## config.mk

```make
export PLATFORM = sky130hd
export DESIGN_NAME = csel_wr_seq
export DESIGN_NICKNAME = d
export VERILOG_FILES = /design/src/rtl/csw_pkg.sv /design/src/rtl/csw_ctrl.sv /design/src/rtl/csw_busmon.sv /design/src/rtl/csw_outreg.sv /design/src/rtl/csel_wr_seq.sv
export SDC_FILE = /design/constraint.sdc
export NUM_CORES = 1
export LEC_CHECK = 0
export ABC_AREA = 1
export BUFFER_PORTS_ARGS = -buffer_cell sky130_fd_sc_hd__buf_2
export CAP_MARGIN = 5
export CORE_ASPECT_RATIO = 0.7
export CORE_MARGIN = 4
export CORE_UTILIZATION = 35
export CTS_CLUSTER_DIAMETER = 60
export DETAILED_ROUTE_END_ITERATION = 8
export SETUP_SLACK_MARGIN = 0.3
export SLEW_MARGIN = 10
export SYNTH_ARGS = -nofsm -noshare
export SYNTH_HDL_FRONTEND = slang
export SYNTH_SLANG_ARGS = --single-unit
```

## constraint.sdc

```tcl
create_clock -name clk -period 3.5 [get_ports clk]
set_input_delay 0.175 -clock clk [delete_from_list [all_inputs] [get_ports clk]]
set_output_delay 0.175 -clock clk [all_outputs]
set_load 0.005 [all_outputs]
```

## src/rtl/csw_pkg.sv

```systemverilog
package csw_pkg;
  typedef enum logic [1:0] {
    ST_IDLE = 2'd0,
    ST_C1   = 2'd1,
    ST_C2   = 2'd2,
    ST_WAIT = 2'd3
  } csw_state_e;

  localparam logic [1:0] SZ_LONG = 2'd0;
  localparam logic [1:0] SZ_BYTE = 2'd1;
  localparam logic [1:0] SZ_WORD = 2'd2;

  // Number of byte lanes a size code covers, clamped to the bus width.
  function automatic int unsigned size_lanes(input logic [1:0] sz, input int unsigned nb);
    int unsigned n;
    case (sz)
      SZ_BYTE: n = 1;
      SZ_WORD: n = 2;
      default: n = 4;
    endcase
    if (n > nb) n = nb;
    return n;
  endfunction
endpackage

```

## src/rtl/csw_ctrl.sv

```systemverilog
module csw_ctrl
  import csw_pkg::*;
(
  input  logic       clk,
  input  logic       rst,
  input  logic       req_valid,
  input  logic       ta_n,
  input  logic       timeout,
  output csw_state_e state_q,
  output csw_state_e state_d,
  output logic       accept,
  output logic       fin_ok,
  output logic       fin_err
);
  logic in_data;

  always_comb begin
    in_data = (state_q == ST_C2) || (state_q == ST_WAIT);
    accept  = (state_q == ST_IDLE) && req_valid;
    fin_ok  = in_data && !ta_n;
    fin_err = in_data && ta_n && timeout;
    state_d = state_q;
    case (state_q)
      ST_IDLE: if (req_valid) state_d = ST_C1;
      ST_C1:   state_d = ST_C2;
      default: begin
        if (!ta_n)        state_d = ST_IDLE;
        else if (timeout) state_d = ST_IDLE;
        else              state_d = ST_WAIT;
      end
    endcase
  end

  always_ff @(posedge clk) begin
    if (rst) state_q <= ST_IDLE;
    else     state_q <= state_d;
  end
endmodule

```

## src/rtl/csw_busmon.sv

```systemverilog
module csw_busmon #(
  parameter int CW = 8
) (
  input  logic          clk,
  input  logic          rst,
  input  logic          accept,
  input  logic          active,
  input  logic          mon_en,
  input  logic [CW-1:0] mon_limit,
  output logic          timeout
);
  localparam logic [CW-1:0] CNT_MAX = {CW{1'b1}};
  localparam logic [CW:0]   MIN_LEN = (CW+1)'(2);

  logic [CW-1:0] cnt_q;
  logic [CW:0]   elapsed;
  logic [CW:0]   eff_limit;

  // cnt_q holds the number of clocks already completed in this cycle.
  always_ff @(posedge clk) begin
    if (rst || accept)                cnt_q <= '0;
    else if (active && cnt_q != CNT_MAX) cnt_q <= cnt_q + 1'b1;
  end

  always_comb begin
    elapsed   = {1'b0, cnt_q} + 1'b1;
    eff_limit = ({1'b0, mon_limit} < MIN_LEN) ? MIN_LEN : {1'b0, mon_limit};
    timeout   = mon_en && (elapsed >= eff_limit);
  end
endmodule

```

## src/rtl/csw_outreg.sv

```systemverilog
module csw_outreg
  import csw_pkg::*;
#(
  parameter int AW = 24,
  parameter int NB = 4,
  localparam int DW = 8 * NB
) (
  input  logic          clk,
  input  logic          rst,
  input  csw_state_e    state_d,
  input  logic          accept,
  input  logic          fin_ok,
  input  logic          fin_err,
  input  logic [AW-1:0] req_addr,
  input  logic [DW-1:0] req_data,
  input  logic [1:0]    req_size,
  input  logic [1:0]    req_tt,
  input  logic          req_user,
  input  logic          setup_en,
  output logic          busy,
  output logic          done,
  output logic          berr,
  output logic [AW-1:0] bus_addr,
  output logic [1:0]    bus_tt,
  output logic [1:0]    bus_size,
  output logic          bus_atm,
  output logic          bus_rw,
  output logic          ts_n,
  output logic          cs_n,
  output logic [NB-1:0] we_n,
  output logic [DW-1:0] bus_data,
  output logic          data_oe
);
  int unsigned   lanes;
  logic [NB-1:0] lane_en;
  logic [DW-1:0] placed;
  logic [NB-1:0] mask_q;
  logic [DW-1:0] data_q;
  logic          user_q;
  logic          drive_data;

  always_comb begin
    lanes  = size_lanes(req_size, NB);
    placed = req_data << ((NB - lanes) * 8);
  end

  for (genvar i = 0; i < NB; i++) begin : g_lane
    assign lane_en[i] = (i >= (NB - lanes));
  end

  assign drive_data = (state_d == ST_C2) || (state_d == ST_WAIT);

  always_ff @(posedge clk) begin
    if (rst) begin
      mask_q   <= '0;
      data_q   <= '0;
      user_q   <= 1'b0;
      bus_addr <= '0;
      bus_tt   <= '0;
      bus_size <= '0;
    end else if (accept) begin
      mask_q   <= lane_en;
      data_q   <= placed;
      user_q   <= req_user;
      bus_addr <= req_addr;
      bus_tt   <= req_tt;
      bus_size <= req_size;
    end
  end

  always_ff @(posedge clk) begin
    if (rst) begin
      busy     <= 1'b0;
      done     <= 1'b0;
      berr     <= 1'b0;
      bus_atm  <= 1'b0;
      bus_rw   <= 1'b1;
      ts_n     <= 1'b1;
      cs_n     <= 1'b1;
      we_n     <= '1;
      bus_data <= '0;
      data_oe  <= 1'b0;
    end else begin
      busy    <= (state_d != ST_IDLE);
      done    <= fin_ok;
      berr    <= fin_err;
      bus_rw  <= (state_d == ST_IDLE);
      ts_n    <= (state_d != ST_C1);
      data_oe <= drive_data;
      case (state_d)
        ST_C1:   cs_n <= setup_en;
        ST_IDLE: cs_n <= 1'b1;
        default: cs_n <= 1'b0;
      endcase
      we_n     <= (state_d == ST_WAIT) ? ~mask_q : '1;
      bus_atm  <= drive_data ? ~user_q : 1'b0;
      bus_data <= drive_data ? data_q : '0;
    end
  end
endmodule

```

## src/rtl/csel_wr_seq.sv

```systemverilog
module csel_wr_seq
  import csw_pkg::*;
#(
  parameter int AW = 24,
  parameter int NB = 4,
  parameter int CW = 8
) (
  input  logic            clk,
  input  logic            rst,
  input  logic            req_valid,
  input  logic [AW-1:0]   req_addr,
  input  logic [8*NB-1:0] req_data,
  input  logic [1:0]      req_size,
  input  logic [1:0]      req_tt,
  input  logic            req_user,
  input  logic            setup_en,
  input  logic            mon_en,
  input  logic [CW-1:0]   mon_limit,
  output logic            busy,
  output logic            done,
  output logic            berr,
  output logic [AW-1:0]   bus_addr,
  output logic [1:0]      bus_tt,
  output logic [1:0]      bus_size,
  output logic            bus_atm,
  output logic            bus_rw,
  output logic            ts_n,
  output logic            cs_n,
  output logic [NB-1:0]   we_n,
  output logic [8*NB-1:0] bus_data,
  output logic            data_oe,
  input  logic            ta_n
);
  csw_state_e state_q, state_d;
  logic accept, fin_ok, fin_err, timeout;

  csw_ctrl u_ctrl (
    .clk(clk), .rst(rst), .req_valid(req_valid), .ta_n(ta_n), .timeout(timeout),
    .state_q(state_q), .state_d(state_d), .accept(accept),
    .fin_ok(fin_ok), .fin_err(fin_err)
  );

  csw_busmon #(.CW(CW)) u_mon (
    .clk(clk), .rst(rst), .accept(accept), .active(state_q != ST_IDLE),
    .mon_en(mon_en), .mon_limit(mon_limit), .timeout(timeout)
  );

  csw_outreg #(.AW(AW), .NB(NB)) u_out (
    .clk(clk), .rst(rst), .state_d(state_d), .accept(accept),
    .fin_ok(fin_ok), .fin_err(fin_err),
    .req_addr(req_addr), .req_data(req_data), .req_size(req_size),
    .req_tt(req_tt), .req_user(req_user), .setup_en(setup_en),
    .busy(busy), .done(done), .berr(berr), .bus_addr(bus_addr),
    .bus_tt(bus_tt), .bus_size(bus_size), .bus_atm(bus_atm), .bus_rw(bus_rw),
    .ts_n(ts_n), .cs_n(cs_n), .we_n(we_n), .bus_data(bus_data), .data_oe(data_oe)
  );
endmodule

```

==> flow_summary.ini, run 1 <==
[clock_network]
cts-root-buf = clkbuf_16
cts.sinks = 117
numCtsBuffers = 17
ctsResizeCount = 0
cts.clk_slew.worst_paths_ns = 0.05
cts_tree = done
clock_path_buffers = 2
htree_num_levels = 4
insertion_delay_ns = 0.40

[grt]
grt_pass1_vias = 3899
overflow = 0
grt_use_total_pct = 16.8
grt_max_degree = 39
grt_pass1_wl_um = 19900
antenna_found_initial = 0

[logic_synthesis]
netlist_instances = 483
synthesis.nets = 570
synth-edff-count = 0
ys_seq_area_share_pct = 51.4
synthesis.area_sq_mm = 0.00456
synth_ff_type = dfxtp_1
ys_warn_count = 0
ys_ff_latch = 117
yosysUniqueCellTypes = 36
avgSynthCellArea_sq_um = 9.44
synthArstFlopShare_pct = 0

[routing]
drt-initial-drc-count = 184
via_count = 3897
ant_nets = 0
via_per_inst = 4.72
wl_per_cell_um = 15.0
drc = 0
routed_wl_um = 12400
first_pass_iters = 6

[sta]
fin_tns_setup_ns = 0
finalHoldViolCount = 0
skew_ns = 0.00793
relSlewSlack_pct = 24.6
period_needed_ns = 2.39
max_freq_mhz = 419
slew_viol_final = 0
finalSetupViolations = 0
rsz0062_at_grt = no
tightest_slew_ns = 1.13
finalCritPeriodShare_pct = 68.3

[placement]
io_buffers = 146
gp_routability_congestion = 0.794
hpwl_um = 8470
place_area_sq_mm = 0.00531

[worst_setup_path]
end_kind = register
path_buf_inv = 0
cp_max_fo = 37
path_cells = ha_1 -> nand3_2 -> xor2_1 -> ha_1 -> nand2_1 -> nor2_1 -> nand2_1 -> nand3_1 -> nand2_1 -> nand2_1 -> nand2_2 -> nand2_2 -> nand2_4 -> nand2_8 -> a21oi_1
cp_slowest_cell = dfxtp_1
critical_path_required_ns = 3.76
cpPeakStageDelay_ns = 0.38
critPathLaunchType = register
crit_path_frequent_cell = nand2_1
critPathTopFamily = simple AND/OR/NAND/NOR gates
critical_path_arrival_ns = 2.65
criticalPathCategory = reg -> reg

[floorplanning]
die_w_um = 144
start_util_pct = 36.2
die_area_sq_mm = 0.0149
die_height_um = 104
row_count = 34
core-area_sq_mm = 0.0126
io_pins = 147

[power]
cellLeakagePower_uw = 0.00284
power_uw = 3680
power_density_mw_per_mm2 = 593
ir_drop_uv = 379

[flow_run]
drv_cap = 0

[layout]
drive_gt1_share_pct = 34.2
syn_to_final_growth_pct = 36.0
nets = 737
stdcell_area_sq_mm = 0.00620
diodes = 0

[run_status]
status = completed

[hold_path]
hold_path.class = in -> reg
==> path summary, 6_finish.rpt <==
path	cells after the start	start	slack, ns	end
hold / removal	3	setup_en	0.01	u_out.cs_n$_SDFF_PP1_
hold reg to reg	1	u_out.user_q$_SDFFE_PP0P_	0.42	u_out.bus_atm$_SDFF_PP0_
setup / recovery	15	u_mon.cnt_q[0]$_SDFFE_PP0P_	1.11	u_out.bus_data[28]$_SDFF_PP0_
setup reg to reg	15	u_mon.cnt_q[0]$_SDFFE_PP0P_	1.11	u_out.bus_data[28]$_SDFF_PP0_
==> area by class of cell <==
class	instances	area (sq um)
Fill cell	1215	6390
Clock inverter	11	173
Tap cell	162	203
Inverter	74	278
Multi-Input combinational cell	265	1720
Clock buffer	21	470
Sequential cell	117	2340
Timing Repair Buffer	175	1010
==> synth_stat cells (2+ instances only) <==
library cell	number	area share (%)
nor2_1	11	0.91
o21ai_0	36	4.0
a21oi_1	24	2.6
buf_4	4	0.66
xor2_1	5	0.96
nor3_1	3	0.33
inv_1	73	6.0
ha_1	12	3.3
nand4_1	2	0.27
a21oi_4	2	0.71
o211ai_1	7	1.2
a21oi_2	26	5.0
nand2_1	50	4.1
buf_6	5	1.2
clkbuf_1	4	0.33
a22o_1	28	5.4
nand3_1	13	1.4
o22ai_1	23	3.2
buf_2	11	1.2
dfxtp_1	117	51
nor2_4	2	0.49
nand3_2	3	0.66
buf_12	3	1.3
nand2_2	7	0.96
==> cell usage in the layout (no fill, tap or decap), drive strengths merged <==
cell,count
a21oi,52
a22o,28
a31oi,1
buf,150
bufinv,4
clkbuf,21
clkinv,2
clkinvlp,4
dfxtp,117
dlygate4sd3,25
ha,12
inv,75
nand2,59
nand3,16
nand4,2
nor2,15
nor3,3
nor4,1
o211ai,7
o21ai,38
o22ai,23
o2bb2ai,1
o41ai,1
xnor2,1
xor2,5
==> report_power, final <==
part,total [uW],switching [uW],internal (uW)
registers,1450,33.2,1410
clock network,1850,597,1250
logic,384,225,160
total,3680,855,2820
==> logic make-up after synthesis <==
group | synth area share, %
XOR/XNOR | 1.15
buffers and inverters | 10.8
AND/OR/NAND/NOR | 10.6
AO/OA/AOI/OAI | 22.8
flip-flops | 51.4
adder cells (fa/ha/maj) | 3.29
==> metrics by stage <==
| stage | utilization, % | setup slack [ns] | cells | hold WS, ns |
|---|---|---|---|---|
| 6_report | 49.2 | 1.11 | 825 | 0.00961 |
| 5_1_grt | 49.2 | 0.853 | 825 | 0.00199 |
| 4_1_cts | 49.2 | 1.11 | 825 | 0.00264 |
| 3_5_place_dp | 42.2 | 1.11 | 768 | 0.375 |
| 3_3_place_gp | 42.2 | 1.21 | 768 | 0.382 |
| 2_1_floorplan | - | 1.43 | 483 | 0.252 |
==> worst min-delay path, delay by kind of cell <==
| family | cells | cell delay (ns) |
|---|---|---|
| buffers and inverters | 1 | 0.07 |
| and+or+nand+nor | 2 | 0.12 |
==> layer usage <==
layer  track usage, %  wire length, um  vias up
met5                0                0        -
li1                 -                -     1955
met2             26.2             5490      136
met3             5.16              843       13
met1             22.4             5930     1793
met4             4.53              131        0
==> registers in the layout, summed over array words and instances (netlist names) <==
signal          cells
u_out.bus_addr     24
u_out.bus_data     32
u_out.cs_n          1
u_out.bus_tt        2
u_out.bus_atm       1
u_out.ts_n          1
u_out.busy          1
u_ctrl.state_q      2
u_out.user_q        1
u_mon.cnt_q         8
u_out.bus_rw        1
u_out.we_n          3
u_out.berr          1
u_out.done          1
u_out.data_oe       1
u_out.data_q       32
u_out.bus_size      2
u_out.mask_q        3
==> timing repair <==
action	CTS	global route
setup buffers	0	0
hold buffers	25	0
hold endpoints to repair	25	0
(Power assumes the default switching activity.)
==> run 2, diff against run 1 <==
- ABC_AREA: 1 -> 0
- clock period: 3.5 -> 2.1 ns (I/O delays scaled with it)
==> run 2 against run 1 <==
Net effect: the flow now finishes with violations (setup timing); combinational power is 79% higher; first-iteration DRC count is 7.1% higher; flip-flop and latch count stayed put; total power is 65% higher; cell count is 3.4% lower; clock power is 59% higher; sequential share of layout area is 1.9 points lower; synthesized area is 5.7% lower; cell area is 5.7% higher; worst setup slack worse by 1.7 ns; critical endpoint is now u_out.bus_data[9]$_SDFF_PP0_; largest cell class unchanged; largest power group unchanged; highest routed layer unchanged.
==> flow_summary.ini, run 2 <==
[routing]
routed_wl_um = 11900
via_count = 3713
wl_per_cell_um = 15.0
ant_nets = 0
drc = 0
drt-initial-drc-count = 197
via_per_inst = 4.66
first_pass_iters = 4

[flow_run]
drv_cap = 0

[placement]
hpwl_um = 8360
io_buffers = 146
gp_routability_congestion = 0.788

[worst_setup_path]
cp_max_fo = 14
end_kind = register
criticalPathCategory = reg -> reg
critPathLaunchType = register
critical_path_arrival_ns = 3.02
critical_path_required_ns = 2.45

[floorplanning]
io_pins = 147
die_area_sq_mm = 0.0141
start_util_pct = 36.3
die_height_um = 101
die_w_um = 140
row_count = 33
core-area_sq_mm = 0.0119

[grt]
grt_pass1_vias = 3802
grt_use_met1_pct = 22.6
grt_use_total_pct = 17.1
antenna_found_initial = 0
met2_usage_pct = 26.4
grt_max_degree = 60
grt.busiest_layer = met2
use_met3_pct = 5.78
overflow = 0
grt_pass1_wl_um = 19000

[clock_network]
cts.clk_slew.worst_paths_ns = 0.05
insertion_delay_ns = 0.40
cts.sinks = 117
numCtsBuffers = 17
cts-root-buf = clkbuf_16
htree_num_levels = 4
clock_path_buffers = 2
cts_tree = done

[power]
switching_share_pct = 22.4
p_seq_share_pct = 40.0
cellLeakagePower_uw = 0.00311
intPower_uw = 4700
ir_drop_uv = 611
power_density_mw_per_mm2 = 925
comb_power_share_pct = 11.3
p_switching_uw = 1360
pwr-share-clk_pct = 48.7

[sta]
whs_ns = 0.0229
relSlewSlack_pct = 57.3
max_freq_mhz = 374
tightest_slew_ns = 0.638
finalHoldViolCount = 0
finalSetupViolations = 43
period_needed_ns = 2.67
skew_ns = 0.00818
slew_viol_final = 0
setup_ws_ns = -0.570
finalCritPeriodShare_pct = 127
rsz0062_at_grt = yes

[logic_synthesis]
synthesis.area_sq_mm = 0.00430
ys_warn_count = 0
yosysMostFrequentCell = dfxtp_1
synth_top_family_by_area = compound AO/OA/AOI/OAI gates
ys_seq_area_share_pct = 54.5
synthesis.nets = 499
yosys.area.top_type = dfxtp_1
synth_ff_type = dfxtp_1
netlist.area_leader.share_pct = 54.5
synth_compound_area_share_pct = 15.0
synth-edff-count = 0
synthSimpleGateAreaFrac_pct = 14.8
synthAdderAreaFrac_pct = 3.49
yosysUniqueCellTypes = 39
synth.area.mux_share_pct = 6.05
synth_common_cells = dfxtp_1 (117), nand2_1 (41), a22o_1 (35)
synth-xor-area-share_pct = 2.24
ys_ff_latch = 117
synthArstFlopShare_pct = 0
avgSynthCellArea_sq_um = 10.4
netlist_instances = 412
synth.area.top_cells = dfxtp_1 (54%), a22o_1 (7.1%), and2_1 (4.9%)

[run_status]
violations = setup timing
status = complete, but fails checks

[hold_path]
hold_path.class = in -> reg

[layout]
syn_to_final_growth_pct = 52.4
drive_gt1_share_pct = 37.8
diodes = 0
finish.utilization_pct = 55.3
fillers = 1045
final_common_cell = buf_2
nets = 714
reg.largest.list = u_out.bus_data x32, u_out.data_q x32, u_out.bus_addr x24
mostFrequentLayoutCells = buf_2 (146), dfxtp_1 (114), nand2_1 (40)
## run 2: cell count changes after synthesis, sizes merged, moves of 12 or more
| cell | previous run | this run |
|---|---|---|
| inv | 74 | 12 |
| o22ai | 23 | 0 |
| mux2i | 0 | 17 |
| a21oi | 52 | 2 |
| nand3 | 16 | 3 |
| buf | 23 | 11 |
| nand2 | 59 | 41 |
| and2 | 0 | 34 |
| o21ai | 38 | 21 |
## run 2: path summary, 6_finish.rpt
check	from	to	slack [ns]	depth (start not counted)
worst max-delay path	u_mon.cnt_q[1]$_SDFFE_PP0P_	u_out.bus_data[9]$_SDFF_PP0_	-0.57	12
worst min-delay path	req_size[1]	u_out.bus_size[1]$_SDFFE_PP0P_	0.02	3
worst max register to register	u_mon.cnt_q[1]$_SDFFE_PP0P_	u_out.bus_data[9]$_SDFF_PP0_	-0.57	12
worst min register to register	u_out.mask_q[3]$_SDFFE_PP0P_	u_out.we_n[3]$_SDFF_PP1_	0.38	1
## run 2: power by group through the flow
stage / combinational (uW) / sequential (uW) / clock, uW
after floorplan: 310 / 2470 / 0
after global placement: 582 / 2470 / 0
after detailed placement: 592 / 2470 / 0
after CTS: 657 / 2430 / 3020
after global routing: 761 / 2440 / 3130
final: 687 / 2430 / 2950
## run 2: kinds of logic (layout without fill, tap and decap cells)
family	after synthesis	in the layout
and+or+nand+nor	126	126
DFF	117	117
AOI/OAI and AO/OA	84	84
buffers and inverters	37	265
muxes	25	25
adders and majority gates	12	12
xor gates and xnor gates	11	11
## run 2: final cells by class
cell class / count / area (sq um) / share of cell area (%)
clock buffer: 23 / 489 / 7.46
clock inverter: 9 / 123 / 1.87
inverter: 13 / 55.1 / 0.840
multi-input combinational: 258 / 1890 / 28.8
sequential: 117 / 2350 / 35.9
tap: 157 / 196 / 3.00
timing repair buffer: 220 / 1450 / 22.1
## run 2: critical path, cell delays in order (launching register included)
cell	delay, ns
dfxtp_4	0.36
ha_4	0.13
and3_4	0.21
nand3_4	0.09
xnor2_2	0.14
ha_1	0.29
a21o_1	0.16
a221o_1	0.33
or2_1	0.22
o31a_1	0.28
inv_4	0.11
clkbuf_16	0.17
and2_1	0.12
## run 2: per-stage QoR
step	cells	power [uW]	setup TNS, ns	setup WS (ns)	area (sq um)
final	797	6060	-22.54	-0.570	6550
after global placement	715	3050	-18.57	-0.487	5380
after CTS	790	6100	-20.92	-0.549	6430
after floorplan	412	2780	-17.41	-0.479	4350
after detailed placement	715	3060	-21.11	-0.559	5380
after global routing	797	6330	-27.94	-0.700	6550
## run 2: routing by layer
metal,part of all wire [%],up-vias
li1,-,1856
met1,47,1742
met2,46,106
met3,6.6,9
met4,1.1,0
met5,0,-
## run 2: timing repair
item | 4_1_cts | 5_1_grt
gates cloned | 0 | 1
resized for setup | 5 | 16
pin swaps | 1 | 7
hold buffers | 39 | 0
setup endpoints to repair | 43 | 99
hold endpoints to repair | 38 | 0
setup buffers | 4 | 6
==> run 3, diff against run 2 <==
- CTS_BUF_LIST: unset -> sky130_fd_sc_hd__clkbuf_8
- SYNTH_HIERARCHICAL: unset -> 1
==> run 3 against run 2 <==
Net effect: the run still ends with setup timing left; largest cell class unchanged; clock-buffer cell count unchanged; critical endpoint is now u_out/bus_data[16]$_SDFF_PP0_; clock power fell by 31%; critical path type unchanged; clock skew increased by 0.0016 ns; synthesized area grew 9.4%.
==> flow_summary.ini, run 3 <==
[layout]
nets = 777
stdcell_area_sq_mm = 0.00695
stdcell_count = 865
mostFrequentLayoutCells = buf_2 (147), dfxtp_1 (113), nor2_1 (66)
final_common_cell = buf_2
diodes = 0
syn_to_final_growth_pct = 47.7
drive_gt1_share_pct = 40.8
reg.largest.list = u_out/bus_data x32, u_out/data_q x32, u_out/bus_addr x24

[flow_run]
drv_cap = 0

[routing]
ant_nets = 0
wl_per_cell_um = 15.9
drc = 0
via_per_inst = 4.80
first_pass_iters = 4
via_count = 4154
routed_wl_um = 13800
drt-initial-drc-count = 209

[worst_setup_path]
critical_path_arrival_ns = 2.95
cp_max_fo = 9
critPathLaunchType = register
cpPeakStageDelay_ns = 0.37
cp_slowest_cell = dfxtp_4
end_kind = register
criticalPathCategory = reg -> reg
path_cells = ha_4 -> nand4_4 -> nor2_4 -> xor2_1 -> ha_1 -> a21oi_1 -> o21ai_1 -> a21oi_2 -> o21ai_2 -> nand3b_1 -> nand2_2 -> nor2b_4 -> buf_12 -> clkbuf_16 -> and2_1
critical_path_required_ns = 2.45

[logic_synthesis]
ys_ff_latch = 117
yosysMostFrequentCell = dfxtp_1
netlist.area_leader.share_pct = 49.8
synthesis.nets = 547
ys_warn_count = 6
synthesis.area_sq_mm = 0.00470
synthArstFlopShare_pct = 0
synth_common_cells = dfxtp_1 (117), nor2_1 (67), mux2i_1 (38)
synth.area.top_cells = dfxtp_1 (50%), mux2i_1 (8.1%), nor2_1 (5.3%)
yosysUniqueCellTypes = 50
synth_ff_type = dfxtp_1
ys_seq_area_share_pct = 49.8
netlist_instances = 460
avgSynthCellArea_sq_um = 10.2
yosys.area.top_type = dfxtp_1
synth-edff-count = 0

[floorplanning]
start_util_pct = 35.8
core-area_sq_mm = 0.0131
row_count = 35
io_pins = 147
die_area_sq_mm = 0.0154
die_w_um = 147
die_height_um = 105

[placement]
io_buffers = 146
place_area_sq_mm = 0.00577
place_inst = 775
hpwl_um = 9010
gp_routability_congestion = 0.867

[sta]
slew_viol_final = 0
tightest_slew_ns = 0.552
relSlewSlack_pct = 63.2
finalSetupViolations = 43
skew_ns = 0.00973
max_freq_mhz = 385
period_needed_ns = 2.60
setup_ws_ns = -0.495
rsz0062_at_grt = yes
finalCritPeriodShare_pct = 124
finalHoldViolCount = 0
whs_ns = 0.0197

[grt]
grt_pass1_wl_um = 20800
grt_use_total_pct = 16.9
overflow = 0
grt_pass1_vias = 4092
antenna_found_initial = 2
grt_max_degree = 33

[power]
power_uw = 5300
power_density_mw_per_mm2 = 762
cellLeakagePower_uw = 0.00324
ir_drop_uv = 351

[hold_path]
hold_path.class = in -> reg

[clock_network]
cts_tree = done
htree_num_levels = 4
cts.sinks = 117
clock_path_buffers = 2
numCtsBuffers = 17
insertion_delay_ns = 0.41
cts-root-buf = clkbuf_8
cts.clk_slew.worst_paths_ns = 0.07

[run_status]
violations = setup timing
status = complete, but fails checks
==> run 3: cell types whose count changed after synthesis, sizes merged, moves of 8 or more <==
| cell | delta |
|---|---|
| nor2 | +50 |
| a22o | -35 |
| mux2i | +21 |
| nand2 | -18 |
| o21ai | -15 |
| buf | +11 |
| a22oi | +9 |
| a21oi | +8 |
| a32o | -8 |
| mux2 | +8 |
| nand2b | -8 |
| o221ai | +8 |
==> run 3: cell type report <==
cell class / count / area [sq um]
clock buffers: 23 / 317
clock inverters: 5 / 73.8
fillers: 1172 / 6190
inverters: 13 / 57.6
multi-input cells: 300 / 2220
flip-flops and latches: 117 / 2350
well taps: 166 / 208
repair buffers: 241 / 1730
==> run 3: metal layers <==
layer  up-vias  wire length (um)  global-route usage [%]
met3        23              1010                    5.85
met2       157              6220                    26.7
met5         -                21                       0
met4         4               207                    5.17
met1      1944              6310                    22.0
li1       2026                 -                       -
==> run 3: critical path, delay by kind of cell (launching register included) <==
| family | cells | cell delay [ns] |
|---|---|---|
| xor gates and xnor gates | 1 | 0.19 |
| adders and majority gates | 2 | 0.44 |
| and+or+nand+nor | 6 | 0.83 |
| AOI/OAI and AO/OA | 4 | 0.41 |
| DFF | 1 | 0.37 |
| buffers and inverters | 2 | 0.29 |
==> run 3: final timing paths <==
path                                 from                             to  slack, ns  depth (start not counted)
max reg2reg   u_mon/cnt_q[0]$_SDFFE_PP0P_  u_out/bus_data[16]$_SDFF_PP0_      -0.50                         15
min reg2reg  u_out/mask_q[2]$_SDFFE_PP0P_       u_out/we_n[2]$_SDFF_PP1_       0.40                          1
min                          req_data[28]  u_out/data_q[28]$_SDFFE_PP0P_       0.02                          3
max           u_mon/cnt_q[0]$_SDFFE_PP0P_  u_out/bus_data[16]$_SDFF_PP0_      -0.50                         15
==> run 3: report_power, final <==
part           total, uW  switching, uW  leakage (uW)  internal [uW]
clock network       2040            829      0.000207           1210
logic                857            402       0.00208            455
registers           2400           57.3      0.000957           2340
==> run 3: kinds of logic after synthesis <==
kind of cell / count (synthesis) / share of synthesized area (%)
and+or+nand+nor: 171 / 18.9
DFF: 117 / 49.8
AOI/OAI and AO/OA: 55 / 8.88
muxes: 54 / 12.6
buffers and inverters: 43 / 5.11
adders and majority gates: 12 / 3.19
xor gates and xnor gates: 8 / 1.49
==> run 3: per-stage QoR <==
stage | worst slack [ns] | setup TNS [ns] | utilization [%]
after global routing | -0.679 | -27.44 | 52.9
after global placement | -0.477 | -18.45 | 44.0
after floorplan | -0.397 | -14.45 | -
after CTS | -0.558 | -21.98 | 51.3
final | -0.495 | -20.00 | 52.9
after detailed placement | -0.540 | -20.56 | 44.0
==> run 3: repair_timing <==
item / in CTS / in global routing
gates resized for setup: 16 / 17
gates cloned: 2 / 4
pin swaps: 5 / 4
setup buffers: 8 / 8
endpoints found under the hold margin: 40 / 0
hold buffers: 40 / 0
endpoints found under the setup margin: 73 / 74
